**config.mk**
```make
export PLATFORM = sky130hd
export DESIGN_NAME = sclk_watchdog
export DESIGN_NICKNAME = d
export VERILOG_FILES = /design/src/rtl/sclk_watchdog_pkg.sv /design/src/rtl/swd_sync.sv /design/src/rtl/swd_runlen.sv /design/src/rtl/swd_pattern.sv /design/src/rtl/swd_idle.sv /design/src/rtl/sclk_watchdog.sv
export SDC_FILE = /design/constraint.sdc
export NUM_CORES = 1
export LEC_CHECK = 0
export ABC_AREA = 1
export BUFFER_PORTS_ARGS = -buffer_cell sky130_fd_sc_hd__buf_2
export CORE_UTILIZATION = 50
export DETAILED_ROUTE_END_ITERATION = 6
export MAX_ROUTING_LAYER = met4
export PLACE_DENSITY = 0.65
export SLEW_MARGIN = 20
export SYNTH_ARGS = -nofsm -noshare
export SYNTH_HDL_FRONTEND = slang
export SYNTH_SLANG_ARGS = --single-unit
```
**constraint.sdc**
```tcl
create_clock -name clk -period 4.3 [get_ports clk]
set_input_delay 0.215 -clock clk [delete_from_list [all_inputs] [get_ports clk]]
set_output_delay 0.215 -clock clk [all_outputs]
set_load 0.1 [all_outputs]
```
**src/rtl/sclk_watchdog_pkg.sv**
```systemverilog
package sclk_watchdog_pkg;

   typedef enum logic [2:0] {
      PAT_IDLE = 3'd0,
      PAT_HI1  = 3'd1,
      PAT_LO1  = 3'd2,
      PAT_HI2  = 3'd3,
      PAT_LO2  = 3'd4,
      PAT_HI3  = 3'd5
   } pat_state_e;

   function automatic int unsigned max2(input int unsigned a, input int unsigned b);
      return (a > b) ? a : b;
   endfunction

   function automatic int unsigned max4(input int unsigned a, input int unsigned b,
                                        input int unsigned c, input int unsigned d);
      return max2(max2(a, b), max2(c, d));
   endfunction

endpackage

```
**src/rtl/swd_sync.sv**
```systemverilog
module swd_sync #(
   parameter int unsigned STAGES = 2
) (
   input  logic clk,
   input  logic rst_n,
   input  logic async_i,
   output logic rise_o,
   output logic fall_o
);

   logic level;
   logic level_q;

   generate
      if (STAGES == 0) begin : g_direct
         assign level = async_i;
      end else begin : g_chain
         logic [STAGES-1:0] chain_q;
         always_ff @(posedge clk or negedge rst_n) begin
            if (!rst_n) chain_q <= '0;
            else        chain_q <= {chain_q[STAGES-2:0], async_i};
         end
         assign level = chain_q[STAGES-1];
      end
   endgenerate

   always_ff @(posedge clk or negedge rst_n) begin
      if (!rst_n) level_q <= 1'b0;
      else        level_q <= level;
   end

   assign rise_o =  level & ~level_q;
   assign fall_o = ~level &  level_q;

endmodule

```
**src/rtl/swd_runlen.sv**
```systemverilog
module swd_runlen #(
   parameter int unsigned RUN_SAT = 64,
   localparam int unsigned RUN_W  = $clog2(RUN_SAT + 1)
) (
   input  logic             clk,
   input  logic             rst_n,
   input  logic             edge_i,
   output logic [RUN_W-1:0] len_o
);

   logic [RUN_W-1:0] len_q;

   always_ff @(posedge clk or negedge rst_n) begin
      if (!rst_n)                        len_q <= '0;
      else if (edge_i)                   len_q <= RUN_W'(1);
      else if (len_q != RUN_W'(RUN_SAT)) len_q <= len_q + RUN_W'(1);
   end

   assign len_o = len_q;

   assert_len_bounded_R6: assert property (@(posedge clk) disable iff (!rst_n)
      len_q <= RUN_W'(RUN_SAT));

endmodule

```
**src/rtl/swd_pattern.sv**
```systemverilog
module swd_pattern
   import sclk_watchdog_pkg::*;
#(
   parameter int unsigned HI1_MIN = 512,
   parameter int unsigned HI1_MAX = 800,
   parameter int unsigned HI2_MIN = 1024,
   parameter int unsigned HI2_MAX = 1800,
   parameter int unsigned HI3_MIN = 2048,
   parameter int unsigned HI3_MAX = 2400,
   parameter int unsigned GAP_MIN = 10,
   parameter int unsigned GAP_MAX = 4096,
   parameter int unsigned RUN_W   = 13
) (
   input  logic             clk,
   input  logic             rst_n,
   input  logic             rise_i,
   input  logic             fall_i,
   input  logic [RUN_W-1:0] len_i,
   output logic             dev_rst_o
);

   pat_state_e state_q, state_d;
   logic       fire_d, fire_q;
   logic       hi1_ok, hi2_ok, hi3_ok, gap_ok;

   assign hi1_ok = (len_i > RUN_W'(HI1_MIN)) && (len_i < RUN_W'(HI1_MAX));
   assign hi2_ok = (len_i > RUN_W'(HI2_MIN)) && (len_i < RUN_W'(HI2_MAX));
   assign hi3_ok = (len_i >= RUN_W'(HI3_MIN)) && (len_i < RUN_W'(HI3_MAX));
   assign gap_ok = (len_i > RUN_W'(GAP_MIN)) && (len_i <= RUN_W'(GAP_MAX));

   always_comb begin
      state_d = state_q;
      fire_d  = 1'b0;
      unique case (state_q)
         PAT_IDLE: if (rise_i) state_d = PAT_HI1;
         PAT_HI1:  if (fall_i) state_d = hi1_ok ? PAT_LO1 : PAT_IDLE;
         PAT_LO1:  if (rise_i) state_d = gap_ok ? PAT_HI2 : PAT_HI1;
         PAT_HI2:  if (fall_i) state_d = hi2_ok ? PAT_LO2 : PAT_IDLE;
         PAT_LO2:  if (rise_i) state_d = gap_ok ? PAT_HI3 : PAT_HI1;
         PAT_HI3:  if (fall_i) begin
                      state_d = PAT_IDLE;
                      fire_d  = hi3_ok;
                   end
         default:  state_d = PAT_IDLE;
      endcase
   end

   always_ff @(posedge clk or negedge rst_n) begin
      if (!rst_n) begin
         state_q <= PAT_IDLE;
         fire_q  <= 1'b0;
      end else begin
         state_q <= state_d;
         fire_q  <= fire_d;
      end
   end

   assign dev_rst_o = fire_q;

   assert_dev_single_R5: assert property (@(posedge clk) disable iff (!rst_n)
      dev_rst_o |=> !dev_rst_o);
   assert_dev_back_idle_R5: assert property (@(posedge clk) disable iff (!rst_n)
      dev_rst_o |-> state_q == PAT_IDLE);
   assert_dev_after_fall_R5: assert property (@(posedge clk) disable iff (!rst_n)
      dev_rst_o |-> $past(fall_i));
   assert_hi3_window_R7: assert property (@(posedge clk) disable iff (!rst_n)
      dev_rst_o |-> ($past(len_i) >= RUN_W'(HI3_MIN)) && ($past(len_i) < RUN_W'(HI3_MAX)));
   assert_idle_needs_rise_R9: assert property (@(posedge clk) disable iff (!rst_n)
      (state_q == PAT_IDLE && !rise_i) |=> state_q == PAT_IDLE);
   assert_bad_gap_restarts_R8: assert property (@(posedge clk) disable iff (!rst_n)
      ((state_q == PAT_LO1 || state_q == PAT_LO2) && rise_i && !gap_ok) |=> state_q == PAT_HI1);

endmodule

```
**src/rtl/swd_idle.sv**
```systemverilog
module swd_idle #(
   parameter int unsigned STALL_CLKS = 250000,
   localparam int unsigned IDL_W     = $clog2(STALL_CLKS + 1)
) (
   input  logic clk,
   input  logic rst_n,
   input  logic open_i,
   input  logic edge_i,
   output logic if_rst_o
);

   logic [IDL_W-1:0] cnt_q;
   logic             pulse_q;
   logic             running;

   assign running = open_i && !edge_i;

   always_ff @(posedge clk or negedge rst_n) begin
      if (!rst_n) begin
         cnt_q   <= '0;
         pulse_q <= 1'b0;
      end else begin
         pulse_q <= running && (cnt_q == IDL_W'(STALL_CLKS - 1));
         if (!running)                          cnt_q <= '0;
         else if (cnt_q != IDL_W'(STALL_CLKS))  cnt_q <= cnt_q + IDL_W'(1);
      end
   end

   assign if_rst_o = pulse_q;

   assert_if_single_R4: assert property (@(posedge clk) disable iff (!rst_n)
      if_rst_o |=> !if_rst_o);
   assert_if_at_limit_R2: assert property (@(posedge clk) disable iff (!rst_n)
      if_rst_o |-> cnt_q == IDL_W'(STALL_CLKS));
   assert_if_no_repeat_R4: assert property (@(posedge clk) disable iff (!rst_n)
      (cnt_q == IDL_W'(STALL_CLKS) && $past(cnt_q) == IDL_W'(STALL_CLKS)) |-> !if_rst_o);
   assert_if_needs_open_R3: assert property (@(posedge clk) disable iff (!rst_n)
      if_rst_o |-> $past(open_i));

endmodule

```
**src/rtl/sclk_watchdog.sv**
```systemverilog
module sclk_watchdog
   import sclk_watchdog_pkg::*;
#(
   parameter int unsigned SYNC_STAGES = 2,
   parameter int unsigned STALL_CLKS  = 250000,
   parameter int unsigned HI1_MIN     = 512,
   parameter int unsigned HI1_MAX     = 800,
   parameter int unsigned HI2_MIN     = 1024,
   parameter int unsigned HI2_MAX     = 1800,
   parameter int unsigned HI3_MIN     = 2048,
   parameter int unsigned HI3_MAX     = 2400,
   parameter int unsigned GAP_MIN     = 10,
   parameter int unsigned GAP_MAX     = 4096
) (
   input  logic clk,
   input  logic rst_n,
   input  logic sclk_i,
   input  logic xfer_open_i,
   output logic if_rst_o,
   output logic dev_rst_o
);

   localparam int unsigned RUN_SAT = max4(HI1_MAX, HI2_MAX, HI3_MAX, GAP_MAX) + 1;
   localparam int unsigned RUN_W   = $clog2(RUN_SAT + 1);

   initial begin
      assert (SYNC_STAGES != 1) else $error("SYNC_STAGES must be 0 or at least 2");
      assert (STALL_CLKS >= 2) else $error("STALL_CLKS must be at least 2");
      assert (HI1_MIN + 1 < HI1_MAX) else $error("first high window is empty");
      assert (HI2_MIN + 1 < HI2_MAX) else $error("second high window is empty");
      assert (HI3_MIN < HI3_MAX) else $error("third high window is empty");
      assert (GAP_MIN < GAP_MAX) else $error("gap window is empty");
   end

   logic              sclk_rise, sclk_fall, sclk_edge;
   logic [RUN_W-1:0]  run_len;

   swd_sync #(.STAGES(SYNC_STAGES)) u_sync (
      .clk     (clk),
      .rst_n   (rst_n),
      .async_i (sclk_i),
      .rise_o  (sclk_rise),
      .fall_o  (sclk_fall)
   );

   assign sclk_edge = sclk_rise | sclk_fall;

   swd_runlen #(.RUN_SAT(RUN_SAT)) u_runlen (
      .clk    (clk),
      .rst_n  (rst_n),
      .edge_i (sclk_edge),
      .len_o  (run_len)
   );

   swd_pattern #(
      .HI1_MIN (HI1_MIN), .HI1_MAX (HI1_MAX),
      .HI2_MIN (HI2_MIN), .HI2_MAX (HI2_MAX),
      .HI3_MIN (HI3_MIN), .HI3_MAX (HI3_MAX),
      .GAP_MIN (GAP_MIN), .GAP_MAX (GAP_MAX),
      .RUN_W   (RUN_W)
   ) u_pattern (
      .clk       (clk),
      .rst_n     (rst_n),
      .rise_i    (sclk_rise),
      .fall_i    (sclk_fall),
      .len_i     (run_len),
      .dev_rst_o (dev_rst_o)
   );

   swd_idle #(.STALL_CLKS(STALL_CLKS)) u_idle (
      .clk      (clk),
      .rst_n    (rst_n),
      .open_i   (xfer_open_i),
      .edge_i   (sclk_edge),
      .if_rst_o (if_rst_o)
   );

   assert_reset_quiet_R1: assert property (@(posedge clk) disable iff (!rst_n)
      $rose(rst_n) |-> !if_rst_o && !dev_rst_o);

endmodule

```
==> metrics.csv, run 1 <==
metric;value;unit
grt_pass1_wl;7.68;mm
via_per_inst;5.26;
worstRegToRegCells;6;
final_cells;363;
tritoncts;built;
design_area;2450;um^2
irDropWorstVdd;0.243;mV
hold_violations;0;
status;finished clean;
crit_chain;inv_1 -> ha_1 -> nand2_1 -> inv_1 -> o21ai_0 -> a21oi_1;
reg2reg_to;u_idle.cnt_q[7];
ys_seq_area_frac;0.435;
slowest_delay;0.48;ns
ant_nets;0;
synth.net_count;314;
initial_core_util;0.541;
numClockSinks;39;
synthesis.instances;303;
row_count;23;
cts_hold_buffers;0;
power_frac_seq;0.462;
layout_commonest_cell;nand2_1;
final_nets;323;
drive_gt1_frac;0.0863;
net-switching-power;210;uW
p_leak;1.20;nW
antenna_cells;0;
drv_slew;0;
grt-ovfl-total;0;
p_sw_frac;0.246;
power_density;348;nW/um^2
first_global_vias;1815;
io_pins;6;
skew;0.00446;ns
max_freq;0.520;GHz
rrSetupSlack;2.38;ns
synthesis.area;2240;um^2
cts_setup_buffers;0;
chipWidth;69.0;um
grt_max_degree;40;
die_h;69.0;um
design.die.area;4760;um^2
crit_required;4.52;ns
power.total;854;uW
crit_fanout;13;
combPwrFrac;0.110;
period_needed;1.92;ns
via_count;1909;
crit_family;adder cells;
period_share;0.447;
critPathKind;flop to flop;
rsz0062_at_grt;false;
worst_path_max_delay_cell;ha_1;
yosysUniqueCellTypes;32;
insertion_delay;0.29;ns
relSlewSlack;0.418;
routed_wl;4.49;mm
r2r-start;u_sync.g_chain.chain_q[1];
wl_per_cell;12.4;um
cp.buffers_inverters;2;
cts-root-buf;clkbuf_8;
hold_class;input pin to asynchronous set/reset pin;
cp-start-kind;flop;
placed_area;2320;um^2
dr.pass1.iters;4;
htree_levels;2;
gp_congestion;0.850;
grt_usage;0.228;
arrival;2.14;ns
setup_violations;0;
drt_iter0_drc;120;
areaGrowthSynthToFinish;9.37;%
worstMarginPinSlew;0.873;ns
p_int;644;uW
postLayoutCoreUtil;0.592;
cts_resized;0;
cts_made_buffers;5;
end_kind;flop;
clk_pin_slew_worst_paths;0.08;ns
cts_max_path_buffers;2;
antenna_found_initial;0;
yosys_warnings;0;
cpMostUsedCell;inv_1;
drc;0;
dp.cells;355;
io_buffers;5;
syn_area_per_cell;7.40;um^2
tns;0;ns
drv_cap;0;
clockPowerShare;0.428;
ys_ff_latch;39;
layout_common_cells;70 x nand2_1, 46 x nor2_1, 39 x dfrtp_1;
hpwl;3.36;mm
core-area;4140;um^2
-- layout make-up --
cell class | instances | area (um^2)
inverter | 39 | 146
clock buffer | 5 | 68.8
sequential | 39 | 976
multi-input combinational | 222 | 1110
timing repair buffer | 5 | 25.0
clock inverter | 3 | 67.6
tap | 50 | 62.6
fill | 393 | 1690
-- how the worst max path moves through the flow --
| stage | slack, ns | end | depth (start not counted) | from |
|---|---|---|---|---|
| 2_1_floorplan | 2.93 | u_idle.cnt_q[16] | 7 | u_sync.g_chain.chain_q[1] |
| 3_3_place_gp | 2.48 | u_idle.cnt_q[6] | 6 | u_sync.g_chain.chain_q[1] |
| 3_5_place_dp | 2.38 | u_idle.cnt_q[14] | 6 | u_sync.g_chain.chain_q[1] |
| 4_1_cts | 2.35 | u_idle.cnt_q[7] | 6 | u_sync.g_chain.chain_q[1] |
| 5_1_grt | 2.15 | u_idle.cnt_q[14] | 6 | u_sync.g_chain.chain_q[1] |
| 6_report | 2.38 | u_idle.cnt_q[7] | 6 | u_sync.g_chain.chain_q[1] |
-- Yosys cell counts --
| library cell | count | area share |
|---|---|---|
| buf_2 | 2 | 0.0045 |
| nor2_4 | 1 | 0.0050 |
| nand2_1 | 70 | 0.12 |
| or2_1 | 1 | 0.0028 |
| nand3b_1 | 1 | 0.0033 |
| a211o_1 | 1 | 0.0039 |
| nor2_2 | 2 | 0.0056 |
| nand4_1 | 3 | 0.0084 |
| inv_2 | 4 | 0.0067 |
| o21bai_1 | 1 | 0.0033 |
| clkbuf_1 | 1 | 0.0017 |
| nor3_2 | 1 | 0.0045 |
| o21ai_1 | 3 | 0.0067 |
| o21a_1 | 1 | 0.0033 |
| nor4_1 | 2 | 0.0056 |
| or2_2 | 1 | 0.0028 |
| xor2_1 | 3 | 0.012 |
| a31oi_1 | 1 | 0.0028 |
| dfrtp_1 | 39 | 0.44 |
| nor2_8 | 1 | 0.0089 |
| o21ai_0 | 11 | 0.025 |
| nor3_4 | 1 | 0.0073 |
| a21oi_1 | 17 | 0.038 |
| nand2_4 | 1 | 0.0050 |
| ha_1 | 7 | 0.039 |
| nand3_1 | 32 | 0.071 |
| inv_1 | 35 | 0.059 |
| nor3_1 | 11 | 0.025 |
| nor2_1 | 46 | 0.077 |
| nand3_2 | 1 | 0.0045 |
| o31ai_1 | 1 | 0.0033 |
| nand2_2 | 1 | 0.0028 |
-- power groups by stage --
stage	Combinational, mW	Clock [mW]	Sequential, mW
after CTS	0.0956	0.373	0.395
after global routing	0.110	0.383	0.397
after global placement	0.0932	0	0.402
final	0.0938	0.365	0.395
after floorplan	0.0709	0	0.398
after detailed placement	0.0947	0	0.402
-- routing by layer --
metal	wire length (um)	GRT usage	part of all wire	vias to the layer above
met4	19	0.0663	0.0042	0
met2	2340	0.403	0.52	18
met3	117	0.0493	0.026	2
met1	2020	0.257	0.45	892
met5	0	-	0	-
li1	-	-	-	997
-- metrics by stage --
stage,worst slack (ns),hold WS (ns)
finish,2.38,0.0333
global route,2.15,0.0299
CTS,2.35,0.0291
detailed placement,2.38,0.337
global placement,2.48,0.324
floorplan,2.93,-0.0806
-- worst register-to-register path, cell delays in order (launching register included) --
cell	delay [ns]
dfrtp_1	0.37
inv_1	0.05
ha_1	0.48
nand2_1	0.28
inv_1	0.37
o21ai_0	0.15
a21oi_1	0.14
-- flip-flops by register name (all words and copies together), names as in the netlist --
signal,cells
u_sync.level_q,1
u_sync.g_chain.chain_q,2
u_idle.if_rst_o,1
u_pattern.dev_rst_o,1
u_pattern.state_q,3
u_runlen.len_o,13
u_idle.cnt_q,18
-- cell families (layout without fill, tap and decap cells) --
family,after synthesis,count (layout),synth area share
flops,39,39,0.435
simple gates,176,176,0.357
compound gates,36,36,0.0859
buf+inv,42,52,0.0714
xor+xnor,3,3,0.0117
fa+ha+maj,7,7,0.0391
(Power assumes the default switching activity.)
==> run 2, diff against run 1 <==
clock period = 1.9 ns   (was 4.3 ns; I/O delays follow)
==> metrics.csv, run 2 (synthesis results as in run 1) <==
metric;value;unit
status;finished clean;
drive_gt1_frac;0.0883;
placed_area;2330;um^2
io_buffers;5;
worst_path_max_delay_cell;dfrtp_1;
first_global_vias;1753;
cpMostUsedCell;inv_1;
core-area;4140;um^2
htree_levels;2;
insertion_delay;0.29;ns
cts-root-buf;clkbuf_8;
layout_commonest_cell;nand2_1;
chipWidth;69.0;um
drc;0;
hold_violations;0;
cts_max_path_buffers;2;
row_count;23;
grt_pass1_wl;7.43;mm
crit_fanout;13;
period_needed;1.65;ns
tns;0;ns
crit_start;u_sync.g_chain.chain_q[1];
dr.pass1.iters;4;
r2r-start;u_sync.g_chain.chain_q[1];
irDropWorstVdd;0.397;mV
final_nets;327;
clk_pin_slew_worst_paths;0.08;ns
cp-start-kind;flop;
ant_nets;0;
end_kind;flop;
power.total;1.93;mW
tritoncts;built;
worstMarginPinSlew;0.486;ns
rsz0062_at_grt;false;
wl_per_cell;12.2;um
rrSetupSlack;0.25;ns
crit_required;2.12;ns
largest-register;u_idle.cnt_q;
grt_max_degree;31;
cts_made_buffers;5;
crit_chain;inv_1 -> ha_1 -> nand2_1 -> inv_1 -> o21ai_0 -> a21oi_1;
io_pins;6;
max_freq;0.605;GHz
antenna_found_initial;0;
drv_cap;0;
design_area;2480;um^2
relSlewSlack;0.678;
initial_core_util;0.541;
grt-ovfl-total;0;
hold_slack;0.193;ns
critPathKind;flop to flop;
slowest_delay;0.38;ns
via_count;1943;
die_h;69.0;um
layout_common_cells;70 x nand2_1, 46 x nor2_1, 39 x dfrtp_1;
period_share;0.870;
reg2reg_to;u_idle.cnt_q[7];
routed_wl;4.48;mm
power_density;777;nW/um^2
hpwl;3.34;mm
arrival;1.87;ns
worstRegToRegCells;6;
antenna_cells;0;
hold_class;input pin to asynchronous set/reset pin;
drt_iter0_drc;51;
design.die.area;4760;um^2
largest_register_ffs;18;
setup_violations;0;
grt_usage;0.222;
cts_resized;0;
numClockSinks;39;
via_per_inst;5.29;
p_leak;1.22;nW
drv_slew;0;
gp_congestion;0.839;
skew;0.00803;ns
areaGrowthSynthToFinish;10.8;%
[run 2: timing repair]
action / in CTS / in global routing
setup endpoints to repair: 0 / 0
setup buffers: 0 / 0
hold endpoints to repair: 10 / 0
hold buffers: 2 / 0
[run 2: worst max-delay path by stage]
stage | to | slack (ns) | cells past startpoint
final | u_idle.cnt_q[7] | 0.25 | 6
after CTS | u_idle.cnt_q[7] | 0.26 | 6
after global placement | u_idle.cnt_q[14] | 0.36 | 6
after floorplan | u_idle.cnt_q[16] | 0.53 | 7
after global routing | u_idle.cnt_q[7] | 0.12 | 6
after detailed placement | u_idle.cnt_q[7] | 0.28 | 6
[run 2: area by class of cell]
cell class,instances,area [um^2]
timing repair buffer,9,60.1
multi-input combinational,222,1110
inverter,39,146
fill,419,1660
sequential,39,976
tap,50,62.6
clock buffer,6,72.6
clock inverter,2,60.1
[run 2: critical path, delay by kind of cell (launching register included)]
kind	cells	cell delay, ns
flip-flops	1	0.38
AND/OR/NAND/NOR	1	0.17
AO/OA/AOI/OAI	2	0.31
buffers and inverters	2	0.43
adder cells (fa/ha/maj)	1	0.29
[run 2: power breakdown]
group / switching [mW] / internal [mW] / total [mW]
logic: 0.138 / 0.0783 / 0.216
registers: 0.0325 / 0.861 / 0.893
clock network: 0.296 / 0.525 / 0.822
[run 2: routing by layer]
layer,vias to the layer above,wire length [um],GRT usage
met2,30,2260,0.387
met4,0,38,0.0689
met5,-,0,-
li1,1000,-,-
met3,4,92,0.0493
met1,909,2090,0.252
[run 2: per-stage QoR]
stage,util,std cells,setup WS (ns)
finish,0.599,367,0.246
global route,0.599,367,0.120
CTS,0.599,367,0.263
detailed placement,0.563,357,0.280
global placement,0.563,357,0.361
floorplan,-,303,0.534
==> run 3, diff against run 2 <==
ABC_AREA = unset   (was 1)
CORE_MARGIN = 8   (was unset)
==> metrics.csv, run 3 <==
metric;value;unit
status;finished clean;
chipWidth;81.9;um
synthXorXnorAreaFrac;0.0889;
worstMarginPinSlew;0.480;ns
cp.buffers_inverters;0;
synthSimpleGateAreaFrac;0.295;
hpwl;3.01;mm
drv_slew;0;
synthesis.instances;228;
cts_made_buffers;5;
power.total;1.67;mW
hold_slack;0.230;ns
synth-async-reset-ratio;1.00;
synthesis.area;2170;um^2
ys_ff_latch;39;
die_h;81.9;um
rsz0062_at_grt;false;
crit_family;simple AND/OR/NAND/NOR gates;
synth_top_area_frac;0.450;
synth_top_family_by_area;simple AND/OR/NAND/NOR gates;
yosysTopAreaCell;dfrtp_1;
ys_seq_area_frac;0.450;
drv_cap;0;
drt_iter0_drc;55;
areaGrowthSynthToFinish;11.5;%
numClockSinks;39;
arrival;1.96;ns
crit_fanout;6;
yosysMostFrequentCell;dfrtp_1;
layout_commonest_cell;dfrtp_1;
reg2reg_to;u_idle.cnt_q[16];
syn_area_per_cell;9.51;um^2
antenna_found_initial;0;
end_kind;flop;
gp_congestion;0.812;
worstRegToRegCells;5;
antenna_cells;0;
fill_cells;382;
crit_chain;ha_1 -> nand3_4 -> or3_4 -> or4_1 -> a21oi_1;
layout_common_cells;39 x dfrtp_1, 18 x nor2_1, 17 x xnor2_1;
period_needed;1.75;ns
via_count;1653;
grt_pass1_wl;7.21;mm
cp.depth;5;
drive_gt1_frac;0.115;
tritoncts;built;
grt_usage;0.143;
cts_resized;0;
slowest_delay;0.42;ns
cts_max_path_buffers;2;
yosysUniqueCellTypes;38;
r2r-start;u_idle.cnt_q[0];
insertion_delay;0.29;ns
hold_class;input pin to asynchronous set/reset pin;
crit_start;u_idle.cnt_q[0];
crit_required;2.11;ns
skew;0.00574;ns
first_global_vias;1615;
yosys_warnings;0;
dp.cells;285;
final_cells;295;
row_count;24;
period_share;0.922;
critPathKind;flop to flop;
synth.area.top_cells;dfrtp_1 45%, xnor2_1 6.9%, ha_1 4.0%;
postLayoutCoreUtil;0.567;
p_int;1.26;mW
hold_violations;0;
synth-edff-count;0;
synth.net_count;239;
synth_compound_gate_area_share;0.0773;
relSlewSlack;0.677;
cts-root-buf;clkbuf_8;
via_per_inst;5.60;
dr.pass1.iters;4;
largest-register;u_idle.cnt_q;
power_frac_seq;0.535;
wl_per_cell;14.0;um
combPwrFrac;0.102;
final_nets;253;
max_freq;0.571;GHz
rrSetupSlack;0.15;ns
largest_register_ffs;18;
ant_nets;0;
clk_pin_slew_worst_paths;0.07;ns
worst_path_max_delay_cell;dfrtp_1;
core-area;4260;um^2
clockPowerShare;0.363;
dominantRegCellSynth;dfrtp_1;
power_density;692;nW/um^2
synthTopCellsByCount;39 x dfrtp_1, 18 x nor2_1, 17 x xnor2_1;
io_buffers;5;
drc;0;
p_leak;1.01;nW
io_pins;6;
routed_wl;4.14;mm
irDropWorstVdd;0.372;mV
synthAdderAreaFrac;0.0404;
synth.area.mux_share;0.00923;
tns;0;ns
design.die.area;6700;um^2
crit_end;u_idle.cnt_q[16];
cp-start-kind;flop;
grt_max_degree;16;
setup_violations;0;
p_sw_frac;0.248;
htree_levels;2;
initial_core_util;0.509;
net-switching-power;415;uW
grt-ovfl-total;0;
==> run 3: changes by cell type after synthesis, moves of 6 or more <==
cell / previous run / this run
nand2_1: 70 / 12
nor4_1: 2 / 9
nand3_1: 32 / 14
a21oi_1: 17 / 11
nand4_1: 3 / 9
nor2_1: 46 / 18
inv_1: 35 / 11
clkbuf_1: 1 / 10
and2_1: 0 / 11
o21ai_0: 11 / 3
xnor2_1: 0 / 17
==> run 3: timing repair <==
action                                 in CTS  in global routing
endpoints found under the hold margin      13                  0
hold buffers                                2                  0
buffers inserted                            0                  0
==> run 3: final cells by class <==
cell class                      count  area, um^2  share of cell area
Clock buffer                        8         100              0.0414
Multi-Input combinational cell    167        1110               0.458
Tap cell                           52        65.1              0.0269
Sequential cell                    39         976               0.404
Inverter                           11        41.3              0.0171
Timing Repair Buffer               18         128              0.0528
==> run 3: through the flow <==
step	instance area [um^2]	setup WS, ns
final	2420	0.148
after global routing	2420	0.0138
after CTS	2420	0.138
after detailed placement	2300	0.162
after global placement	2300	0.186
after floorplan	2170	0.185
==> run 3: logic make-up after synthesis <==
group	Yosys count
simple gates	110
flops	39
mux	2
fa+ha+maj	7
compound gates	26
buf+inv	22
xor+xnor	22
==> run 3: worst min-delay path by stage <==
stage,from,end,slack [ns]
global placement,rst_n,u_pattern.state_q[2],0.01
global route,xfer_open_i,u_idle.cnt_q[17],0.24
detailed placement,rst_n,u_pattern.state_q[2],0.007
finish,rst_n,u_pattern.state_q[2],0.23
CTS,rst_n,u_pattern.state_q[2],0.22
floorplan,rst_n,u_idle.cnt_q[0],-0.20
==> run 3: layer usage <==
metal	GRT usage	part of all wire	routed length [um]	vias up
met1	0.160	0.45	1850	797
met3	0.0394	0.028	116	9
met5	-	0	0	-
met2	0.237	0.51	2100	13
met4	0.0579	0.018	76	0
li1	-	-	-	834
==> run 3: power groups by stage <==
| stage | clock network (mW) | registers, mW | logic [mW] |
|---|---|---|---|
| 2_1_floorplan | 0 | 0.887 | 0.135 |
| 3_3_place_gp | 0 | 0.910 | 0.169 |
| 3_5_place_dp | 0 | 0.911 | 0.172 |
| 4_1_cts | 0.632 | 0.895 | 0.176 |
| 5_1_grt | 0.672 | 0.900 | 0.199 |
| 6_report | 0.607 | 0.895 | 0.171 |
==> run 3: worst reg2reg max path, cell delays in order (launching register included) <==
cell     delay [ns]
dfrtp_1        0.42
ha_1           0.25
nand3_4        0.08
or3_4          0.38
or4_1          0.40
a21oi_1        0.15
